File: src/rtl/bcd7seg_pkg.sv
package bcd7seg_pkg;
    localparam int SEG_W = 7;

    typedef logic [SEG_W-1:0] seg_t;

    typedef struct packed {
        seg_t seg_n;
        logic rbo_n;
    } drive_t;

    localparam seg_t SEG_DARK = '1;
    localparam seg_t SEG_FULL = '0;

    // active-high lit mask; bit 6 = a ... bit 0 = g
    function automatic seg_t glyph_lit(input logic [3:0] code);
        seg_t m;
        case (code)
            4'd0:  m = 7'b1111110;
            4'd1:  m = 7'b0110000;
            4'd2:  m = 7'b1101101;
            4'd3:  m = 7'b1111001;
            4'd4:  m = 7'b0110011;
            4'd5:  m = 7'b1011011;
            4'd6:  m = 7'b0011111;
            4'd7:  m = 7'b1110000;
            4'd8:  m = 7'b1111111;
            4'd9:  m = 7'b1110011;
            4'd10: m = 7'b0001101;
            4'd11: m = 7'b0011001;
            4'd12: m = 7'b0100011;
            4'd13: m = 7'b1001011;
            4'd14: m = 7'b0001111;
            default: m = 7'b0000000;
        endcase
        return m;
    endfunction
endpackage

File: src/rtl/bcd7seg_glyph.sv
module bcd7seg_glyph
    import bcd7seg_pkg::*;
#(
    parameter int BCD_W = 4
) (
    input  logic [BCD_W-1:0] code,
    output seg_t             pat_n,
    output logic             is_zero
);
    localparam int PAD_W = (BCD_W > 4) ? BCD_W - 4 : 0;

    logic [3:0] code4;

    generate
        if (PAD_W > 0) begin : g_wide
            // codes above the 4-bit range show a dark digit
            logic over;
            assign over  = |code[BCD_W-1:4];
            assign code4 = over ? 4'hF : code[3:0];
        end else begin : g_narrow
            assign code4 = code[3:0];
        end
    endgenerate

    always_comb begin
        pat_n   = ~glyph_lit(code4);
        is_zero = (code == '0);
    end
endmodule

File: src/rtl/bcd7seg_ctrl.sv
module bcd7seg_ctrl
    import bcd7seg_pkg::*;
(
    input  seg_t   pat_n,
    input  logic   is_zero,
    input  logic   lt_n,
    input  logic   rbi_n,
    input  logic   bi_n,
    output drive_t drv
);
    logic zero_supp;

    always_comb begin
        zero_supp = lt_n && !rbi_n && is_zero;
        drv.rbo_n = !zero_supp;
        if (!bi_n)
            drv.seg_n = SEG_DARK;
        else if (!lt_n)
            drv.seg_n = SEG_FULL;
        else if (zero_supp)
            drv.seg_n = SEG_DARK;
        else
            drv.seg_n = pat_n;
    end
endmodule

File: src/rtl/bcd7seg_decoder.sv
module bcd7seg_decoder
    import bcd7seg_pkg::*;
#(
    parameter int BCD_W = 4
) (
    input  logic             clk,
    input  logic             rst_n,
    input  logic [BCD_W-1:0] bcd,
    input  logic             lt_n,
    input  logic             rbi_n,
    input  logic             bi_n,
    output logic [SEG_W-1:0] seg_n,
    output logic             rbo_n
);
    seg_t   pat_n;
    logic   is_zero;
    drive_t drv;
    drive_t out_d, out_q;

    bcd7seg_glyph #(.BCD_W(BCD_W)) u_glyph (
        .code    (bcd),
        .pat_n   (pat_n),
        .is_zero (is_zero)
    );

    bcd7seg_ctrl u_ctrl (
        .pat_n   (pat_n),
        .is_zero (is_zero),
        .lt_n    (lt_n),
        .rbi_n   (rbi_n),
        .bi_n    (bi_n),
        .drv     (drv)
    );

    always_comb begin
        out_d = drv;
    end

    always_ff @(posedge clk) begin
        if (!rst_n) begin
            out_q.seg_n <= SEG_DARK;
            out_q.rbo_n <= 1'b1;
        end else begin
            out_q <= out_d;
        end
    end

    assign seg_n = out_q.seg_n;
    assign rbo_n = out_q.rbo_n;


    reset_dark_chk: assert property (@(posedge clk) disable iff (!rst_n)
        !$past(rst_n) |-> (seg_n == SEG_DARK && rbo_n));


    force_blank_chk: assert property (@(posedge clk) disable iff (!rst_n)
        ($past(rst_n) && !$past(bi_n)) |-> seg_n == SEG_DARK);


    lamp_full_chk: assert property (@(posedge clk) disable iff (!rst_n)
        ($past(rst_n) && $past(bi_n) && !$past(lt_n)) |-> seg_n == SEG_FULL);


    ripple_dark_chk: assert property (@(posedge clk) disable iff (!rst_n)
        !rbo_n |-> seg_n == SEG_DARK);


    ripple_idle_chk: assert property (@(posedge clk) disable iff (!rst_n)
        ($past(rst_n) && ($past(bcd) != '0 || $past(rbi_n) || !$past(lt_n))) |-> rbo_n);
endmodule

File: config.mk
export PLATFORM = sky130hd
export DESIGN_NAME = bcd7seg_decoder
export DESIGN_NICKNAME = d
export VERILOG_FILES = /design/src/rtl/bcd7seg_pkg.sv /design/src/rtl/bcd7seg_glyph.sv /design/src/rtl/bcd7seg_ctrl.sv /design/src/rtl/bcd7seg_decoder.sv
export SDC_FILE = /design/constraint.sdc
export NUM_CORES = 1
export LEC_CHECK = 0
export ABC_AREA = 1
export BUFFER_PORTS_ARGS = -buffer_cell sky130_fd_sc_hd__buf_4
export CAP_MARGIN = 20
export CORE_AREA = 2 2 39 41
export DETAILED_ROUTE_END_ITERATION = 8
export DIE_AREA = 0 0 41 43
export PLACE_DENSITY = 0.71
export SLEW_MARGIN = 20
export SYNTH_ARGS = -nofsm -noshare
export SYNTH_HDL_FRONTEND = slang
export SYNTH_SLANG_ARGS = --single-unit
File: constraint.sdc
create_clock -name clk -period 3.4 [get_ports clk]
set_clock_uncertainty 0.15 [all_clocks]
set_input_delay 0.85 -clock clk [delete_from_list [all_inputs] [get_ports clk]]
set_output_delay 0.85 -clock clk [all_outputs]
set_load 0.01 [all_outputs]
== Word-level counts from Yosys, hierarchy flattened ==
Memories as Yosys holds them, arrays and structs flattened.
Cells that the tools add are included.

* Register bits: 8
* Memory bits (read-only): 112
* Logic and storage cells: 12
* Memories: 1

* Multiplexer cells: 2
* Bitwise operators: 1
* Reduce and logical (&&, ||, !) cells: 6

{| class="wikitable"
|+ Memory list
! memory !! words !! width !! rd ports !! clocked after Yosys merged registers in !! wr ports !! RTL line !! source
|-
| (no name shown) || 16 || 7 || 1 || 0 || 0 || bcd7seg_pkg.sv:17 || <nowiki>case (code)</nowiki>
|}

{| class="wikitable"
|+ Operators with widths
! kind !! count
|-
| $mux 7 || 2
|-
| $not 7->7 || 1
|-
| $logic_not 4->1 || 1
|-
| $logic_and 1x1->1 || 2
|-
| $logic_not 1->1 || 2
|-
| $reduce_and 2->1 || 1
|}

== Depth between registers and ports, before layout ==
Gate-level depths: netlist of run 1.

* Word-level depth: 5
* Gate-level depth with buffers: 9

== By module ==
A second synthesis of run 1 with hierarchy kept.

* Cells, all modules: 83
* Area total of the unflattened synthesis: 565.5 µm²

{| class="wikitable"
|+ By module, submodules not included
! module !! times used !! cells each !! area each (µm²) !! seq. area each (µm²)
|-
| bcd7seg_glyph || 1 || 40 || 242.7 || 0.0
|-
| bcd7seg_decoder || 1 || 25 || 225.2 || 160.2
|-
| bcd7seg_ctrl || 1 || 18 || 97.6 || 0.0
|}

== Worst setup path before layout of run 1 ==
Ideal clock, no wire load.

* Kind: input to register
* From: input port bcd[0]
* To: register, netlist name seg_n[5]
* Arrival: 1.511 ns
* Data required time: 3.126 ns
* Slack: 1.615 ns
* Stages on the path: 7
* Buffers on the path: 0
* Cell sequence: inv_1 ha_1 inv_1 nand3_1 nand3_1 nor2_1 nor2_1

* Longest elaborated chain between the ends: 4
* Elaborated cells on any way between the ends: 6

{| class="wikitable"
|+ Ends and longest elaborated chain
! what !! RTL line !! source
|-
| start, declared || bcd7seg_decoder.sv:8 || <nowiki>input logic [BCD_W-1:0] bcd,</nowiki>
|-
| $mem_v2 16x7 or $logic_not 4->1 (tied branches) || - ||
|-
| $not 7->7 or $logic_and 1x1->1 (tied branches) || bcd7seg_glyph.sv:26, bcd7seg_ctrl.sv:14 ||
|-
| $mux 7 (*) || bcd7seg_ctrl.sv:20 || <nowiki>else if (zero_supp)</nowiki>
|-
| $mux 7 (*) || bcd7seg_ctrl.sv:18 || <nowiki>else if (!lt_n)</nowiki>
|}

Every way passes the cells marked *; elsewhere a longest branch is shown, timed or not.
A chain may end at the register's enable or synchronous reset.

== Worst setup path after layout of run 1 ==
* From: input port bcd[0]
* To: register, netlist name seg_n[5]

* Longest elaborated chain between the ends: 4
* Elaborated cells on any way between the ends: 6

{| class="wikitable"
|+ Ends and longest elaborated chain
! what !! RTL line
|-
| $mem_v2 16x7 or $logic_not 4->1 (tied branches) || -
|-
| $not 7->7 or $logic_and 1x1->1 (tied branches) || bcd7seg_glyph.sv:26, bcd7seg_ctrl.sv:14
|-
| $mux 7 (*) || bcd7seg_ctrl.sv:20
|-
| $mux 7 (*) || bcd7seg_ctrl.sv:18
|}

Marks and branches as above.

==> results of run 1 <==
through the flow:
stage / util / area, um2 / power [mW] / worst slack (ps) / hold slack (ps)
finish: 0.4602 / 636.9 / 0.2222 / 1657 / 683.6
global route: 0.4602 / 636.9 / 0.2410 / 1588 / 678.5
CTS: 0.4602 / 636.9 / 0.2270 / 1665 / 679.4
detailed placement: 0.4439 / 614.3 / 0.1564 / 1400 / 941.1
global placement: 0.4439 / 614.3 / 0.1553 / 1433 / 929.7
floorplan: - / 485.5 / 0.1331 / 1615 / 791.1
sequential cells by signal, summed over array words and instances, names as in the netlist:
register	cells
seg_n	7
rbo_n	1
power groups by stage:
stage	Clock, mW	Combinational [mW]	Sequential, mW
6_report	0.0681	0.0520	0.102
2_1_floorplan	0	0.0257	0.107
4_1_cts	0.0723	0.0526	0.102
3_5_place_dp	0	0.0525	0.104
5_1_grt	0.0795	0.0590	0.102
3_3_place_gp	0	0.0516	0.104
layer usage:
layer,global-route usage,vias to the layer above,share of wire
met2,0.2188,13,0.49
li1,-,244,-
met3,0.03141,0,0.064
met4,0.1000,0,0
met1,0.1442,195,0.44
met5,0,-,0
worst max-delay path: stages:
cell and delay [ps]:
buf_4 120, inv_1 110, ha_1 270, inv_1 80, nand3_1 70, nand3_1 70, nor2_1 100, nor2_1 40
layout make-up:
type,instances,area [um2]
repair buffers,16,120.1
multi-input cells,49,284.0
flip-flops and latches,8,160.2
well taps,16,20.02
clock buffers,3,22.52
fillers,136,747.0
inverters,8,30.03
kinds of logic after synthesis:
group           after synthesis
fa+ha+maj                     6
flops                         8
compound gates                3
simple gates                 40
buf+inv                       9
layout by cell type, fill, tap and decap left out, drive strengths merged:
| cell | instances |
|---|---|
| o21ai | 2 |
| ha | 6 |
| nand2 | 17 |
| buf | 16 |
| clkbuf | 3 |
| inv | 8 |
| nor2 | 13 |
| nand3 | 9 |
| nand4 | 1 |
| a21oi | 1 |
| dfxtp | 8 |
path summary, 6_finish.rpt:
path | start | end | slack [ps]
hold / removal | rst_n | rbo_n | 680
setup / recovery | bcd[0] | seg_n[5] | 1660
==> impl_metrics.env, run 1 <==
export IMPL_run_status="complete, no violations"
export IMPL_pwr_share_clk=0.307
export IMPL_synth_seq_area_share=0.3299
export IMPL_fp_row_count=14
export IMPL_period_minus_slack_ps=1743
export IMPL_grt_pass1_vias=439
export IMPL_detail_route_first_pass_iterations=2
export IMPL_min_delay_path_depth=2
export IMPL_worst_pin_slew_ps=274.6
export IMPL_rsz0062_at_grt="false"
export IMPL_drt_iter0_markers=7
export IMPL_routed_wl_um=879
export IMPL_ys_flop_type="dfxtp_1"
export IMPL_cts_tree="built"
export IMPL_design_die_area_um2=1763
export IMPL_fmax_mhz=573.8
export IMPL_p_leak_nw=0.3327
export IMPL_postRouteAntennaNets=0
export IMPL_overflow=0
export IMPL_switchingPower_uw=57.64
export IMPL_final_nets=101
export IMPL_async_reset_ff_frac=0
export IMPL_drc=0
export IMPL_floorplan_initialDensity=0.3508
export IMPL_ys_warnings_count=0
export IMPL_syn_inst=66
export IMPL_die_w_um=41
export IMPL_core_um2=1384
export IMPL_vias_per_cell=4.520
export IMPL_synth_xor_area_share=0
export IMPL_dp_cells=97
export IMPL_cp_end_kind="register"
export IMPL_antenna_found_initial=0
export IMPL_intPower_uw=164.5
export IMPL_p_per_area_nw_per_um2=348.9
export IMPL_cts_resized=0
export IMPL_crit_arrival_ps=1720
export IMPL_track_usage=0.1364
export IMPL_cts_made_buffers=3
export IMPL_synth_compound_area_frac=0.03093
export IMPL_report_final_setup_viol=0
export IMPL_post_cts_setup_buffers=0
export IMPL_seqPwrFrac=0.459
export IMPL_ir_drop_uv=95.32
export IMPL_numClockSinks=8
export IMPL_syn_to_final_growth_pct=31.19
export IMPL_wire_per_inst_um=8.790
export IMPL_grt_max_degree=10
export IMPL_grt_pass1_wl_um=1635
export IMPL_vias=452
export IMPL_switching_share=0.2594
export IMPL_ioPinCount=17
export IMPL_synth_edf_count=0
export IMPL_setup_tns_ps=0
export IMPL_port_buffers=16
export IMPL_cts_hold_buffers=0
export IMPL_maxSlewHeadroom=0.8163
export IMPL_final_cells=100
export IMPL_diodes=0
export IMPL_cts_root_buffer="clkbuf_4"
export IMPL_fin_crit_sh=0.5126
export IMPL_synth_area_top_cells="dfxtp_1 33%, ha_1 15%, nand2_1 12%"
export IMPL_combinationalPowerShare=0.234
export IMPL_layout_drive_gt1_share=0.2857
export IMPL_synth_avg_cell_area_um2=7.356
export IMPL_die_h_um=43
export IMPL_synth_fa_ha_area_frac=0.1546
export IMPL_h_tree_depth=1
export IMPL_synth_common_cells="16 x nand2_1, 11 x nor2_1, 8 x dfxtp_1, 8 x nand3_1, 7 x inv_1"
export IMPL_synth_top_family_by_area="simple AND/OR/NAND/NOR gates"
export IMPL_finalHoldViolCount=0
export IMPL_synth_most_common_cell="nand2_1"
export IMPL_syn_area_um2=485.5
export IMPL_gp_congestion=0.7804
export IMPL_synth_largest_area_cell="dfxtp_1"
export IMPL_synth_top_area_frac=0.3299
export IMPL_cp_max_fo=4
export IMPL_ys_ff_latch=8
export IMPL_worst_setup_path_start_kind="input pin"
export IMPL_worst_ep_required_time_ps=3380
export IMPL_path_clk_slew_ps=50
export IMPL_drv_slew=0
export IMPL_synthSimpleGateAreaFrac=0.3995
export IMPL_synth_mux_area_frac=0
export IMPL_synth_cell_type_count=15
export IMPL_critical_path_class="input pin to register"
export IMPL_cts_buffer_depth=2
export IMPL_synth_net_count=81
export IMPL_hp_class="input pin to register"
export IMPL_drv_cap=0
Note: power is estimated with default switching activity, not from simulation.
==> run 2: changes to the inputs <==
ABC_AREA = 0   (was 1)
PLACE_DENSITY = 0.73   (was 0.71)
clock period = 1.55 ns   (was 3.4 ns; I/O delays follow)
==> run 2 against run 1 <==
Sequential power increased by 120%; highest routed layer is now met4; sequential share of layout area fell by 1.0 points; cell area rose by 4.3%; critical endpoint is now seg_n[2]; first-iteration DRC count grew 86%; hold slack lost 500 ps; critical path depth shrank 2; final cell count is 11% lower; wire length up 9.3%; largest power group unchanged; clock-buffer cell count unchanged.
==> impl_metrics.env, run 2 <==
export IMPL_vias=450
export IMPL_postRouteAntennaNets=0
export IMPL_syn_inst=49
export IMPL_worst_path_buf_inv=2
export IMPL_core_um2=1384
export IMPL_cts_buffer_depth=2
export IMPL_setup_tns_ps=0
export IMPL_synth_edf_count=0
export IMPL_final_cells=89
export IMPL_synth_area_top_cells="dfxtp_1 34%, ha_1 16%, buf_6 4.8%"
export IMPL_critical_path_class="input pin to register"
export IMPL_cts_root_buffer="clkbuf_4"
export IMPL_p_leak_nw=0.3188
export IMPL_routed_wl_um=961
export IMPL_ys_warnings_count=0
export IMPL_design_die_area_um2=1763
export IMPL_gp_congestion=0.8816
export IMPL_pwr_share_clk=0.312
export IMPL_combinationalPowerShare=0.238
export IMPL_cp_end_kind="register"
export IMPL_synth_cell_type_count=23
export IMPL_report_final_setup_viol=0
export IMPL_antenna_found_initial=0
export IMPL_hold_end="rbo_n"
export IMPL_fin_crit_sh=0.8727
export IMPL_seqPwrFrac=0.450
export IMPL_postPlaceCellArea_um2=641.9
export IMPL_cp_max_fo=4
export IMPL_grt_max_degree=9
export IMPL_fp_row_count=14
export IMPL_ir_drop_uv=262.8
export IMPL_ys_flop_type="dfxtp_1"
export IMPL_synth_largest_area_cell="dfxtp_1"
export IMPL_min_delay_path_depth=2
export IMPL_regMostFlops="seg_n"
export IMPL_intPower_uw=370.1
export IMPL_switchingPower_uw=122.5
export IMPL_nFillCells=137
export IMPL_synth_top_area_frac=0.3395
export IMPL_wire_per_inst_um=10.80
export IMPL_design_area_um2=664.4
export IMPL_ys_ff_latch=8
export IMPL_diodes=0
export IMPL_die_w_um=41
export IMPL_worst_setup_path_start_kind="input pin"
export IMPL_grt_pass1_wl_um=1518
export IMPL_syn_area_um2=471.7
export IMPL_p_per_area_nw_per_um2=741.4
export IMPL_drc=0
export IMPL_ioPinCount=17
export IMPL_cts_made_buffers=3
export IMPL_die_h_um=43
export IMPL_fmax_mhz=739.3
export IMPL_drv_cap=0
export IMPL_top_regs="seg_n x7, rbo_n x1"
export IMPL_numClockSinks=8
export IMPL_synth_most_common_cell="dfxtp_1"
export IMPL_final_common_cell="buf_4"
export IMPL_crit_arrival_ps=1330
export IMPL_hold_start="rst_n"
export IMPL_run_status="complete, no violations"
export IMPL_switching_share=0.2487
export IMPL_finalPower_uw=492.6
export IMPL_dp_hpwl_um=789.6
export IMPL_post_cts_setup_buffers=0
export IMPL_rsz0062_at_grt="false"
export IMPL_h_tree_depth=1
export IMPL_crit_path_top_delay_cell="or3_1"
export IMPL_grt_pass1_vias=400
export IMPL_synth_common_cells="8 x dfxtp_1, 6 x ha_1, 4 x inv_1"
export IMPL_synth_avg_cell_area_um2=9.627
export IMPL_cts_tree="built"
export IMPL_cts_resized=0
export IMPL_final_cell_mix="23 x buf_4, 8 x dfxtp_1, 6 x ha_1"
export IMPL_hp_class="input pin to register"
export IMPL_cts_hold_buffers=0
export IMPL_track_usage=0.1285
export IMPL_async_reset_ff_frac=0
export IMPL_slowest_delay_ps=340
export IMPL_crit_chain="buf_4 -> inv_1 -> ha_1 -> nand3b_1 -> nor2_1 -> or3_1"
export IMPL_floorplan_initialDensity=0.3409
export IMPL_critical_path_top_delay_family="simple AND/OR/NAND/NOR gates"
export IMPL_dp_cells=86
export IMPL_period_minus_slack_ps=1353
export IMPL_overflow=0
export IMPL_maxSlewHeadroom=0.8256
export IMPL_synth_net_count=64
export IMPL_synth_seq_area_share=0.3395
export IMPL_vias_per_cell=5.056
export IMPL_drt_iter0_markers=13
export IMPL_worst_pin_slew_ps=261.6
export IMPL_detail_route_first_pass_iterations=5
export IMPL_path_clk_slew_ps=50
export IMPL_largest_reg_flops=7
export IMPL_finalHoldViolCount=0
export IMPL_worst_ep_required_time_ps=1530
export IMPL_port_buffers=16
export IMPL_layout_drive_gt1_share=0.3699
export IMPL_drv_slew=0
export IMPL_syn_to_final_growth_pct=40.85
export IMPL_final_nets=90
run 2: cell count changes in the layout (fill, tap and decap cells not counted), sizes merged, moves of 2 or more:
cell and delta:
nand3 -9, mux2i +2, nor2 -10, a21o +2, nand3b +2, inv -4
buf +7, nor2b +2, nand2 -14
run 2: kinds of logic after synthesis:
| group | share of synthesized area |
|---|---|
| AOI/OAI and AO/OA | 0.2334 |
| and+or+nand+nor | 0.1459 |
| DFF | 0.3395 |
| buffers and inverters | 0.07956 |
| adders and majority gates | 0.1591 |
| muxes | 0.04244 |
run 2: how the worst max path moves through the flow:
stage                     slack (ps)  startpoint       end  cells after the start
after detailed placement         -70      bcd[0]  seg_n[2]                      6
after global placement           -40      bcd[0]  seg_n[2]                      6
after CTS                        210      bcd[0]  seg_n[2]                      6
after floorplan                   80      bcd[0]  seg_n[2]                      5
after global routing             140      bcd[1]  seg_n[5]                      7
final                            200      bcd[0]  seg_n[2]                      6
run 2: metrics by stage:
stage	hold slack [ps]	worst slack [ps]	utilization
final	179.9	197.3	0.4801
after global routing	170.4	138.3	0.4801
after CTS	171.4	205.7	0.4801
after detailed placement	442.4	-72.31	0.4638
after global placement	441.6	-42.38	0.4638
after floorplan	299.4	82.61	-
run 2: area by class of cell:
class                           count  area (um2)  area share
Clock buffer                        3       22.52     0.03390
Inverter                            4       15.01     0.02260
Multi-Input combinational cell     35       274.0      0.4124
Sequential cell                     8       160.2      0.2411
Tap cell                           16       20.02     0.03013
Timing Repair Buffer               23       172.7      0.2599
run 2: power by group through the flow:
| stage | clock network, mW | logic, mW | registers [mW] |
|---|---|---|---|
| after floorplan | 0 | 0.0498 | 0.232 |
| after global placement | 0 | 0.116 | 0.225 |
| after detailed placement | 0 | 0.117 | 0.226 |
| after CTS | 0.164 | 0.118 | 0.221 |
| after global routing | 0.180 | 0.129 | 0.222 |
| final | 0.154 | 0.117 | 0.221 |
run 2: layer usage:
layer | global-route usage | up-vias | wire length, um
li1 | - | 222 | -
met1 | 0.1318 | 208 | 391
met2 | 0.2063 | 18 | 513
met3 | 0.04712 | 2 | 48
met4 | 0.08000 | 0 | 8
met5 | 0 | - | 0
